`src/rtl/vrh_pkg.sv`:
```
package vrh_pkg;
   localparam int SEL_W    = 3;
   localparam int NUM_REGS = 1 << SEL_W;

   typedef logic [SEL_W-1:0] reg_idx_t;

   localparam reg_idx_t IDX_CTRL = 3'd0;
   localparam reg_idx_t IDX_MASK = 3'd1;
   localparam reg_idx_t IDX_STAT = 3'd2;
   localparam reg_idx_t IDX_SCRL = 3'd5;
   localparam reg_idx_t IDX_DATA = 3'd7;

   typedef struct packed {
      logic     wr;
      logic     rd;
      reg_idx_t idx;
   } cpu_acc_t;

   function automatic logic is_plain(input int idx);
      return (idx == 2) || (idx == 3) || (idx == 4) || (idx == 6);
   endfunction
endpackage

```
`src/rtl/vrh_timing.sv`:
```
module vrh_timing #(
   parameter int CLK_DIV         = 4,
   parameter int PIX_PER_LINE    = 341,
   parameter int LINES_PER_FRAME = 262,
   parameter int PH_W            = 2,
   parameter int PIX_W           = 9,
   parameter int LINE_W          = 9
) (
   input  logic              clk,
   input  logic              rst_n,
   output logic [PIX_W-1:0]  pix_x,
   output logic [LINE_W-1:0] line_y,
   output logic              frame_odd,
   output logic              hold_active
);
   localparam logic [PH_W-1:0]   PH_LAST   = PH_W'(CLK_DIV - 1);
   localparam logic [PIX_W-1:0]  PIX_LAST  = PIX_W'(PIX_PER_LINE - 1);
   localparam logic [LINE_W-1:0] LINE_LAST = LINE_W'(LINES_PER_FRAME - 1);

   logic [PH_W-1:0] phase_q;
   logic            ph_end, pix_end, line_end;

   assign ph_end   = (phase_q == PH_LAST);
   assign pix_end  = (pix_x == PIX_LAST);
   assign line_end = (line_y == LINE_LAST);

   always_ff @(posedge clk or negedge rst_n) begin
      if (!rst_n) begin
         phase_q     <= '0;
         pix_x       <= '0;
         line_y      <= '0;
         frame_odd   <= 1'b0;
         hold_active <= 1'b1;
      end else if (!ph_end) begin
         phase_q <= phase_q + 1'b1;
      end else begin
         phase_q <= '0;
         if (!pix_end) begin
            pix_x <= pix_x + 1'b1;
         end else begin
            pix_x <= '0;
            if (!line_end) begin
               line_y <= line_y + 1'b1;
            end else begin
               line_y      <= '0;
               frame_odd   <= ~frame_odd;
               hold_active <= 1'b0;
            end
         end
      end
   end
endmodule

```
`src/rtl/vrh_regs.sv`:
```
module vrh_regs
   import vrh_pkg::*;
#(
   parameter int DATA_W = 8
) (
   input  logic              clk,
   input  logic              rst_n,
   input  logic              hold,
   input  cpu_acc_t          acc,
   input  logic [DATA_W-1:0] wdata,
   input  logic [DATA_W-1:0] vram_rdata,
   output logic [DATA_W-1:0] ctrl_q,
   output logic [DATA_W-1:0] mask_q,
   output logic [DATA_W-1:0] scroll_x_q,
   output logic [DATA_W-1:0] scroll_y_q,
   output logic              toggle_q,
   output logic [DATA_W-1:0] rdata
);
   logic [DATA_W-1:0] rbuf_q;
   logic [NUM_REGS-1:0][DATA_W-1:0] store_q;

   always_ff @(posedge clk or negedge rst_n) begin
      if (!rst_n) begin
         ctrl_q     <= '0;
         mask_q     <= '0;
         scroll_x_q <= '0;
         scroll_y_q <= '0;
         toggle_q   <= 1'b0;
         rbuf_q     <= '0;
      end else if (hold) begin
         ctrl_q     <= '0;
         mask_q     <= '0;
         scroll_x_q <= '0;
         scroll_y_q <= '0;
         toggle_q   <= 1'b0;
         rbuf_q     <= '0;
      end else begin
         if (acc.wr && acc.idx == IDX_CTRL) ctrl_q <= wdata;
         if (acc.wr && acc.idx == IDX_MASK) mask_q <= wdata;
         if (acc.wr && acc.idx == IDX_SCRL) begin
            if (toggle_q) scroll_y_q <= wdata;
            else          scroll_x_q <= wdata;
            toggle_q <= ~toggle_q;
         end else if (acc.rd && acc.idx == IDX_STAT) begin
            toggle_q <= 1'b0;
         end
         if (acc.rd && acc.idx == IDX_DATA) rbuf_q <= vram_rdata;
      end
   end

   for (genvar gi = 0; gi < NUM_REGS; gi++) begin : g_store
      if (is_plain(gi)) begin : g_plain
         logic [DATA_W-1:0] q;
         always_ff @(posedge clk or negedge rst_n) begin
            if (!rst_n)                                     q <= '0;
            else if (acc.wr && acc.idx == reg_idx_t'(gi))   q <= wdata;
         end
         assign store_q[gi] = q;
      end else begin : g_none
         assign store_q[gi] = '0;
      end
   end

   always_comb begin
      rdata = '0;
      if (acc.rd) begin
         unique case (acc.idx)
            IDX_CTRL: rdata = ctrl_q;
            IDX_MASK: rdata = mask_q;
            IDX_SCRL: rdata = '0;
            IDX_DATA: rdata = rbuf_q;
            default:  rdata = store_q[acc.idx];
         endcase
      end
   end
endmodule

```
`src/rtl/vidproc_reghold.sv`:
```
module vidproc_reghold
   import vrh_pkg::*;
#(
   parameter int DATA_W          = 8,
   parameter int CLK_DIV         = 4,
   parameter int PIX_PER_LINE    = 341,
   parameter int LINES_PER_FRAME = 262,
   localparam int PH_W   = (CLK_DIV > 1) ? $clog2(CLK_DIV) : 1,
   localparam int PIX_W  = $clog2(PIX_PER_LINE),
   localparam int LINE_W = $clog2(LINES_PER_FRAME)
) (
   input  logic              clk,
   input  logic              rst_n,
   input  logic              cs_n,
   input  logic              rw,
   input  logic [2:0]        sel,
   input  logic [DATA_W-1:0] wdata,
   input  logic [DATA_W-1:0] vram_rdata,
   output logic [DATA_W-1:0] rdata,
   output logic [DATA_W-1:0] ctrl_o,
   output logic [DATA_W-1:0] mask_o,
   output logic [DATA_W-1:0] scroll_x_o,
   output logic [DATA_W-1:0] scroll_y_o,
   output logic              toggle_o,
   output logic [PIX_W-1:0]  pix_x_o,
   output logic [LINE_W-1:0] line_y_o,
   output logic              frame_odd_o,
   output logic              hold_active_o
);
   if (CLK_DIV < 1 || PIX_PER_LINE < 2 || LINES_PER_FRAME < 2 || DATA_W < 1) begin : g_bad_cfg
      $error("vidproc_reghold: CLK_DIV>=1, PIX_PER_LINE>=2, LINES_PER_FRAME>=2, DATA_W>=1 required");
   end

   cpu_acc_t acc;
   assign acc.wr  = !cs_n && !rw;
   assign acc.rd  = !cs_n && rw;
   assign acc.idx = sel;

   vrh_timing #(
      .CLK_DIV(CLK_DIV), .PIX_PER_LINE(PIX_PER_LINE), .LINES_PER_FRAME(LINES_PER_FRAME),
      .PH_W(PH_W), .PIX_W(PIX_W), .LINE_W(LINE_W)
   ) u_timing (
      .clk(clk), .rst_n(rst_n), .pix_x(pix_x_o), .line_y(line_y_o),
      .frame_odd(frame_odd_o), .hold_active(hold_active_o)
   );

   vrh_regs #(.DATA_W(DATA_W)) u_regs (
      .clk(clk), .rst_n(rst_n), .hold(hold_active_o), .acc(acc),
      .wdata(wdata), .vram_rdata(vram_rdata),
      .ctrl_q(ctrl_o), .mask_q(mask_o), .scroll_x_q(scroll_x_o),
      .scroll_y_q(scroll_y_o), .toggle_q(toggle_o), .rdata(rdata)
   );
endmodule

```
`config.mk`:
```
export PLATFORM = sky130hd
export DESIGN_NAME = vidproc_reghold
export DESIGN_NICKNAME = d
export VERILOG_FILES = /design/src/rtl/vrh_pkg.sv /design/src/rtl/vrh_timing.sv /design/src/rtl/vrh_regs.sv /design/src/rtl/vidproc_reghold.sv
export SDC_FILE = /design/constraint.sdc
export NUM_CORES = 1
export LEC_CHECK = 0
export ABC_CLOCK_PERIOD_IN_PS = 2100
export BUFFER_PORTS_ARGS = -buffer_cell sky130_fd_sc_hd__buf_2
export CAP_MARGIN = 15
export CORE_MARGIN = 3
export CORE_UTILIZATION = 40
export CTS_BUF_LIST = sky130_fd_sc_hd__clkbuf_8
export DETAILED_ROUTE_END_ITERATION = 6
export SLEW_MARGIN = 10
export SYNTH_ARGS = -nofsm -noshare
export SYNTH_HDL_FRONTEND = slang
export SYNTH_SLANG_ARGS = --single-unit
```
`constraint.sdc`:
```
create_clock -name clk -period 2.1 [get_ports clk]
set_input_delay 0.42 -clock clk [delete_from_list [all_inputs] [get_ports clk]]
set_output_delay 0.42 -clock clk [all_outputs]
set_load 0.02 [all_outputs]
```
# Word level (Yosys, flattened, before mapping)

Index checks and enable logic that the tools add are counted.

Register bits after elaboration: 95
Output and inout bits: 61
Memories kept: 0
ROM bits: 0
Logic and storage cells: 78
Bits in writable memories: 0
Latch bits: 0
Input port bits: 23

Bitwise gates (word level): 2
Multipliers: 0
Add/subtract/negate cells: 3
$lt $le $gt $ge: 1
Eq/ne operators: 11
Muxes and demuxes: 22
Shift operators: 0
Reductions and logical operators: 24
Div/mod/pow operators: 0

Operator list:

| kind                                                        | count |
|---|---|
| two-way mux 8 bit                                           | 14 |
| case mux 8 bit (4 select lines)                             | 1 |
| binary-select mux 8 bit (select 3 bit)                      | 1 |
| adder 9 x 1 -> 9 bit (second input constant)                | 2 |
| == test 9 bit (second input constant)                       | 2 |
| two-way mux 9 bit                                           | 2 |
| == test 3 bit (second input constant)                       | 4 |
| logical AND 1 bit                                           | 11 |
| nonzero test 2 bit                                          | 5 |
| == test 3 x 2 -> 1 bit (second input constant)              | 2 |
| AND reduction 2 bit                                         | 3 |
| less-than comparator 3 x 4 -> 1 bit (second input constant) | 1 |
| == test 3 x 1 -> 1 bit (second input constant)              | 1 |
| zero test 3 bit                                             | 1 |
| two-way mux 1 bit                                           | 3 |
| AND reduction 3 bit                                         | 1 |
| nonzero test 3 bit                                          | 1 |
| adder 2 x 1 -> 2 bit (second input constant)                | 1 |
| == test 2 bit (second input constant)                       | 1 |
| zero test 1 bit                                             | 2 |
| two-way mux 2 bit                                           | 1 |
| inequality test 2 bit (second input constant)               | 1 |
| NOT 1 bit                                                   | 2 |

# Longest topological paths before layout

Gate-level depths: netlist (run 1).

Word-level depth: 6
Mapped depth: 7
Gate-level depth less buffers: 6

# Modules after synthesis

From an unflattened synthesis (run 1), not the netlist that was laid out.

Cell total of the unflattened synthesis: 413
Area total of the unflattened synthesis: 4548.1 µm²

By module, submodules not included:

| module          | sequential area each (µm²) | times used | cells each | area each (µm²) |
|---|---|---|---|---|
| vrh_regs        | 1826.8                     | 1          | 303        | 3458.3 |
| vrh_timing      | 551.8                      | 1          | 108        | 1077.3 |
| vidproc_reghold | 0.0                        | 1          | 2          | 12.5 |

# Worst setup path after synthesis (run 1)

No wires, ideal clock.

Path type: input -> output
Start: input port sel[1]
End: output port rdata[6]
Setup slack: 0.133 ns
Arrival time: 1.547 ns
Cell stages on the path: 6
Data required time: 1.680 ns
Cells stage by stage: buf_4 > buf_4 > nor3_1 > a211oi_1 > a21oi_1 > nor3_1

Cells in the longest elaborated chain, start to end: 4

Ends and longest elaborated chain:

| element                                 | RTL line              | RTL |
|---|---|---|
| from (decl)                             | vidproc_reghold.sv:16 | `input logic [2:0] sel,` |
| binary-select mux 8 bit (select 3 bit)  | vrh_regs.sv:72        | `default: rdata = store_q[acc.idx];` |
| two-way mux 8 bit (not written as such) | vrh_regs.sv:72        |  |
| case mux 8 bit (4 select lines) *       | vrh_regs.sv:67        | `unique case (acc.idx)` |
| two-way mux 8 bit *                     | vrh_regs.sv:66        | `if (acc.rd) begin` |
| to (decl)                               | vidproc_reghold.sv:19 | `output logic [DATA_W-1:0] rdata,` |

Mark *: on every way between the ends. The rest lies on a longest branch, timed or not. The select of a mux whose other input is x is not followed.

# Worst setup path in the final report (run 1)

Start: register u_regs.rbuf_q[7]
End: output port rdata[7]

Cells in the longest elaborated chain, start to end: 2

Ends and longest elaborated chain:

| element                         | RTL line       | RTL |
|---|---|---|
| from (decl)                     | vrh_regs.sv:19 | `logic [DATA_W-1:0] rbuf_q;` |
| from (signal assigned)          | vrh_regs.sv:47 | `if (acc.rd && acc.idx == IDX_DATA) rbuf_q <= vram_rdata;` |
| case mux 8 bit (4 select lines) | vrh_regs.sv:67 |  |
| two-way mux 8 bit               | vrh_regs.sv:66 |  |

Every way passes these cells.

==> results.py, run 1 <==
metrics = {
    "status": {
        "status": "completed",
    },
    "logic_synthesis": {
        "ys_top_cells_by_area": "dfrtp_1, mux2_2, mux2i_1",
        "synth_most_common_cell": "dfrtp_1",
        "ys_types": 49,
        "syn-cell-area_um2": 4560,
        "avgSynthCellArea_um2": 10.7,
        "ys_ff_latch": 95,
        "synth_top_cell_by_area": "dfrtp_1",
        "synth_cells": 425,
        "syn-num-nets": 453,
        "synth_commonest_cells": "dfrtp_1, nand2_1, mux2_2, nor2_1, o21ai_0",
        "yosysWarnings": 0,
        "ys.flop_type": "dfrtp_1",
        "ys_seq_area_frac": 0.522,
        "yosys.area.top_type_share": 0.516,
        "synthArstFlopShare": 1.00,
        "synth_edf_count": 0,
    },
    "place": {
        "hpwl_mm": 8.25,
        "placement.io_buffers": 83,
        "dp.cells": 644,
        "gp_congestion": 0.848,
    },
    "global_routing": {
        "grt_antenna_before_repair": 0,
        "top_usage_layer": "met2",
        "grtUsageTotal": 0.192,
        "met3_usage": 0.0604,
        "gr-total-overflow": 0,
        "met1_usage": 0.257,
        "grt_max_degree": 39,
        "grtUsageMet2": 0.307,
        "grt_pass1_wl_mm": 19.0,
        "grt_pass1_vias": 3471,
    },
    "timing": {
        "fin_crit_ns": 2.02,
        "maxSlewViolCount": 0,
        "max_clock_freq_mhz": 495,
        "slew_headroom": 0.655,
        "setup_violations": 0,
        "hold_ws_ns": 0.0143,
        "final_hold_viol_count": 0,
        "max_slew.worst_pin.slew_ns": 0.510,
        "tns_ns": 0,
        "fin_crit_sh": 0.962,
        "fin_skew_ns": 0.00772,
    },
    "worst_hold_path": {
        "worstHoldPathType": "in -> async",
    },
    "drt": {
        "vias": 3535,
        "routedWlPerCell_um": 17.7,
        "dr.pass1.iters": 4,
        "drt_first_iter_violations": 251,
        "remaining_drc_errors": 0,
        "ant_nets": 0,
        "routed_via_density": 5.35,
        "routed_wirelength_mm": 11.7,
    },
    "run": {
        "cap_violations": 0,
    },
    "layout": {
        "final_nets": 544,
        "regArea_um2": 2380,
        "area_growth_pct": 18.8,
        "drive_gt1_frac": 0.332,
        "multi_input_area_um2": 2070,
        "diodes": 0,
        "fillers": 1034,
        "layout.cells.non_filler": 661,
    },
    "clock_network": {
        "clk_pin_slew_ns": 0.10,
        "cts_sinks": 95,
        "cts_tree": "yes",
        "h-tree-depth": 3,
        "cts_buffers": 9,
        "insertion_delay_ns": 0.36,
        "clk_path_buf_depth": 2,
        "holdBufCountCts": 0,
        "cts_root_buffer": "clkbuf_8",
    },
    "setup_path": {
        "timing.critical_path.mode_cell": "o21ai_0",
        "crit_fanout": 2,
        "crit_path_start_kind": "register",
        "path_cells": "a21boi_0, o21ai_0, o21ai_0, nor3_1, buf_2",
        "critPathRequiredTime_ns": 1.68,
        "r2r_cells": 6,
        "max_stage_delay_ns": 0.39,
        "cp_slowest_cell": "dfrtp_1",
        "cp.arrival_ns": 1.60,
        "end_kind": "output port",
        "crit_type": "reg -> out",
    },
    "floorplanning": {
        "fp.dieW_um": 113,
        "core_area_um2": 11000,
        "rows": 38,
        "die_h_um": 113,
        "start_util": 0.415,
        "ios": 84,
        "die_area_um2": 12700,
    },
    "pwr": {
        "p_per_area_nw_per_um2": 844,
        "p_leak_uw": 0.00272,
        "irDropWorstVdd_mv": 0.494,
    },
}
==> per-stage QoR <==
stage | worst slack, ns | utilization | instance area (um^2) | total power [uW]
after floorplan | 0.133 | - | 4560 | 2980
after global placement | -0.108 | 0.472 | 5190 | 3390
after detailed placement | -0.126 | 0.472 | 5190 | 3410
after CTS | 0.00595 | 0.490 | 5390 | 4610
after global routing | -0.0214 | 0.493 | 5420 | 4840
final | 0.0802 | 0.493 | 5420 | 4570
==> final cells by class <==
| class | instances | area share |
|---|---|---|
| clock buffer | 9 | 0.0229 |
| multi-input combinational | 302 | 0.382 |
| sequential | 95 | 0.439 |
| inverter | 6 | 0.00416 |
| clock inverter | 7 | 0.0122 |
| tap | 140 | 0.0323 |
| timing repair buffer | 102 | 0.108 |
==> worst paths after layout <==
path                                     start                              to  slack, ns
min reg2reg                u_timing.phase_q[0]             u_timing.phase_q[0]       0.43
min in group clk                 vram_rdata[5]                u_regs.rbuf_q[5]       0.29
max                           u_regs.rbuf_q[7]                        rdata[7]       0.08
max in group asynchronous                rst_n            u_timing.hold_active       1.46
max reg2reg                 u_timing.line_y[1]              u_timing.frame_odd       0.38
min                                      rst_n  u_regs.g_store[6].g_plain.q[2]       0.01
==> registers in the layout, summed over array words and instances, names as in the netlist <==
| signal | count |
|---|---|
| u_regs.ctrl_q | 8 |
| u_regs.g_store.g_plain.q | 32 |
| u_regs.mask_q | 8 |
| u_regs.rbuf_q | 8 |
| u_regs.scroll_x_q | 8 |
| u_regs.scroll_y_q | 8 |
| u_regs.toggle_q | 1 |
| u_timing.frame_odd | 1 |
| u_timing.hold_active | 1 |
| u_timing.line_y | 9 |
| u_timing.phase_q | 2 |
| u_timing.pix_x | 9 |
==> what timing repair did <==
action | in CTS | in global routing
endpoints found under the hold margin | 0 | 0
buffers inserted | 0 | 1
setup endpoints to repair | 8 | 8
gates resized for setup | 5 | 10
==> worst max-delay path: cells and delay by family, from the launching register on <==
family	cells	cell delay, ns
DFF	1	0.39
AOI/OAI and AO/OA	3	0.37
buffers and inverters	1	0.22
and+or+nand+nor	1	0.26
==> power breakdown <==
| group | total, uW | switching (uW) | leakage (uW) | internal (uW) |
|---|---|---|---|---|
| Clock | 1190 | 652 | 0.0000978 | 542 |
| Combinational | 1020 | 568 | 0.00142 | 454 |
| Sequential | 2360 | 212 | 0.00120 | 2150 |
| Total | 4570 | 1430 | 0.00272 | 3140 |
==> cells by family (layout without fill, tap and decap cells) <==
family	after synthesis	after routing	synth area share
XOR/XNOR	9	9	0.0173
buffers and inverters	28	124	0.0299
adder cells (fa/ha/maj)	5	5	0.0137
AND/OR/NAND/NOR	150	150	0.168
multiplexers	59	59	0.147
flip-flops	95	95	0.522
AO/OA/AOI/OAI	79	79	0.102
==> layout by cell type, fill, tap and decap left out, types with 2 or more instances in the layout <==
cell / Yosys / routed
a21boi_0: 7 / 7
a21oi_1: 20 / 19
a22o_1: 2 / 2
and3_1: 5 / 5
buf_2: 7 / 79
buf_4: 6 / 20
clkbuf_8: 0 / 9
clkinvlp_4: 0 / 2
dfrtp_1: 94 / 94
ha_1: 5 / 5
inv_1: 6 / 8
mux2_2: 33 / 33
mux2_4: 8 / 8
mux2i_1: 18 / 18
nand2_1: 39 / 39
nand2_2: 2 / 2
nand2b_1: 10 / 9
nand3_1: 23 / 23
nand3_2: 2 / 2
nand4_1: 3 / 3
nor2_1: 33 / 33
nor2b_1: 3 / 3
nor3_1: 13 / 12
nor3_2: 1 / 2
o21ai_0: 29 / 24
o21ai_1: 2 / 7
o22a_1: 7 / 7
o22ai_1: 9 / 9
xnor2_1: 3 / 3
xor2_1: 6 / 6
==> layer usage <==
layer	routed length [um]	part of all wire
met3	803	0.068
met1	5130	0.44
met5	0	0
met4	146	0.012
met2	5650	0.48
No activity file was read; power rests on OpenSTA's default activity.
==> run 2, diff against run 1 <==
BUFFER_PORTS_ARGS = unset   (was -buffer_cell sky130_fd_sc_hd__buf_2)
DONT_BUFFER_PORTS = 1   (was unset)
SKIP_LAST_GASP = 1   (was unset)
==> run 2 against run 1 <==
  * The flow now finishes with violations (hold timing)
  * Total power decreased by 4.3%
  * Flip-flop and latch count did not move
  * Combinational power fell by 37%
  * Non-clock buffer count down 79
  * Critical path depth decreased by 1
  * Global-route usage down 1.2 points
  * Critical endpoint is now rdata[5]
==> results.py, run 2 (same netlist as run 1, synthesis figures left out) <==
metrics = {
    "clock_network": {
        "cts_tree": "yes",
        "post_cts_buffers": 0,
        "h-tree-depth": 3,
        "cts_buffers": 9,
        "cts_sinks": 95,
        "cts_root_buffer": "clkbuf_8",
        "insertion_delay_ns": 0.37,
        "clk_path_buf_depth": 2,
        "clk_pin_slew_ns": 0.10,
    },
    "drt": {
        "ant_nets": 0,
        "routed_via_density": 5.54,
        "drt_first_iter_violations": 187,
        "routedWlPerCell_um": 19.5,
        "remaining_drc_errors": 0,
        "dr.pass1.iters": 4,
        "routed_wirelength_mm": 11.4,
        "vias": 3226,
    },
    "timing": {
        "final_hold_viol_count": 95,
        "hold_ws_ns": -0.266,
        "maxSlewViolCount": 0,
        "tns_ns": 0,
        "slew_headroom": 0.269,
        "fin_crit_sh": 0.958,
        "setup_violations": 0,
        "fin_skew_ns": 0.00951,
        "grt_setup_unrepaired": "yes",
        "fin_crit_ns": 2.01,
        "max_clock_freq_mhz": 497,
        "max_slew.worst_pin.slew_ns": 1.09,
    },
    "layout": {
        "fillers": 1025,
        "top_register": "u_regs.g_store.g_plain.q",
        "largest_register_ffs": 32,
        "regArea_um2": 2380,
        "largest_registers": "u_regs.g_store.g_plain.q x32, u_timing.line_y x9, u_timing.pix_x x9",
        "diodes": 0,
        "final_nets": 465,
        "layout.cells.non_filler": 582,
        "layout_common_cells": "dfrtp_1, nand2_1, nor2_1, mux2_2, o21ai_0",
        "multi_input_area_um2": 2050,
        "area_growth_pct": 9.68,
        "drive_gt1_frac": 0.217,
        "final_common_cell": "dfrtp_1",
    },
    "floorplanning": {
        "start_util": 0.415,
        "fp.dieW_um": 113,
        "core_area_um2": 11000,
        "rows": 38,
        "ios": 84,
        "die_area_um2": 12700,
        "die_h_um": 113,
    },
    "setup_path": {
        "crit_type": "reg -> out",
        "r2r_cells": 6,
        "crit_path_start_kind": "register",
        "regToRegSetupSlack_ns": 0.29,
        "path_cells": "o22a_1, o21ai_0, nor3_2, buf_4",
        "critPathRequiredTime_ns": 1.68,
        "reg2reg_to": "u_timing.line_y[7]",
        "end_kind": "output port",
        "max_stage_delay_ns": 0.49,
        "cp_top_family": "flip-flops",
        "cp.arrival_ns": 1.59,
        "rr_startpoint": "u_timing.pix_x[1]",
        "worst-path-buf-inv": 1,
        "crit_fanout": 3,
        "cp_slowest_cell": "dfrtp_1",
    },
    "global_routing": {
        "grt_antenna_before_repair": 0,
        "gr-total-overflow": 0,
        "top_usage_layer": "met2",
        "grtUsageMet2": 0.291,
        "met3_usage": 0.0727,
        "met1_usage": 0.220,
        "grtUsageTotal": 0.179,
        "grt_pass1_vias": 3229,
        "grt_max_degree": 96,
        "grt_pass1_wl_mm": 17.8,
    },
    "pwr": {
        "irDropWorstVdd_mv": 0.430,
        "p_leak_uw": 0.00234,
        "p_total_uw": 4380,
        "p_per_area_nw_per_um2": 875,
    },
    "run": {
        "cap_violations": 0,
    },
    "status": {
        "violations": "hold timing",
        "status": "finished with violations",
    },
    "place": {
        "hpwl_mm": 7.79,
        "placement.io_buffers": 0,
        "gp_congestion": 0.810,
        "dp.cells": 566,
    },
    "worst_hold_path": {
        "worstHoldPathType": "in -> async",
    },
}
## run 2: changes by cell type in the layout (fill, tap and decap cells not counted), moves of 2 or more
cell,change
buf_2,-79
dfrtp_2,+5
buf_4,+3
inv_6,+2
dfrtp_1,-5
o21ai_1,-3
o21ai_0,+3
## run 2: metal layers
layer | part of all wire | vias to the layer above | wire length (um)
met5 | 0 | - | 0
met4 | 0.012 | 0 | 131
met3 | 0.093 | 10 | 1050
met2 | 0.49 | 99 | 5570
met1 | 0.41 | 1605 | 4600
li1 | - | 1512 | -
## run 2: where the power goes
part | switching (uW) | total, uW | internal, uW
clock | 662 | 1220 | 555
combinational | 294 | 646 | 352
sequential | 364 | 2510 | 2150
total | 1320 | 4380 | 3060
## run 2: worst max path at each step
| stage | startpoint | to | slack, ns | cells past startpoint |
|---|---|---|---|---|
| 2_1_floorplan | sel[1] | rdata[6] | 0.13 | 6 |
| 6_report | u_regs.ctrl_q[5] | rdata[5] | 0.09 | 4 |
| 4_1_cts | u_regs.rbuf_q[7] | rdata[7] | 0.01 | 5 |
| 3_5_place_dp | sel[1] | rdata[5] | 0.19 | 5 |
| 3_3_place_gp | sel[1] | rdata[5] | 0.19 | 5 |
| 5_1_grt | u_regs.mask_q[0] | rdata[0] | -0.01 | 5 |
## run 2: repair_timing
action,CTS,global route
resized for setup,3,5
setup endpoints to repair,3,6
pin swaps,0,3
endpoints found under the hold margin,95,95
## run 2: cell type report
| class | count | area share |
|---|---|---|
| well taps | 140 | 0.0350 |
| multi-input cells | 302 | 0.410 |
| flip-flops and latches | 95 | 0.477 |
| repair buffers | 23 | 0.0345 |
| clock inverters | 7 | 0.0145 |
| inverters | 6 | 0.00450 |
| clock buffers | 9 | 0.0248 |
## run 2: per-stage QoR
step	worst slack [ns]	utilization	area, um^2	hold WS, ns
finish	0.0881	0.455	5000	-0.266
global route	-0.0141	0.455	5000	-0.290
CTS	0.0141	0.455	4990	-0.288
detailed placement	0.187	0.437	4790	0.129
global placement	0.187	0.437	4790	0.128
floorplan	0.133	-	4560	0.124
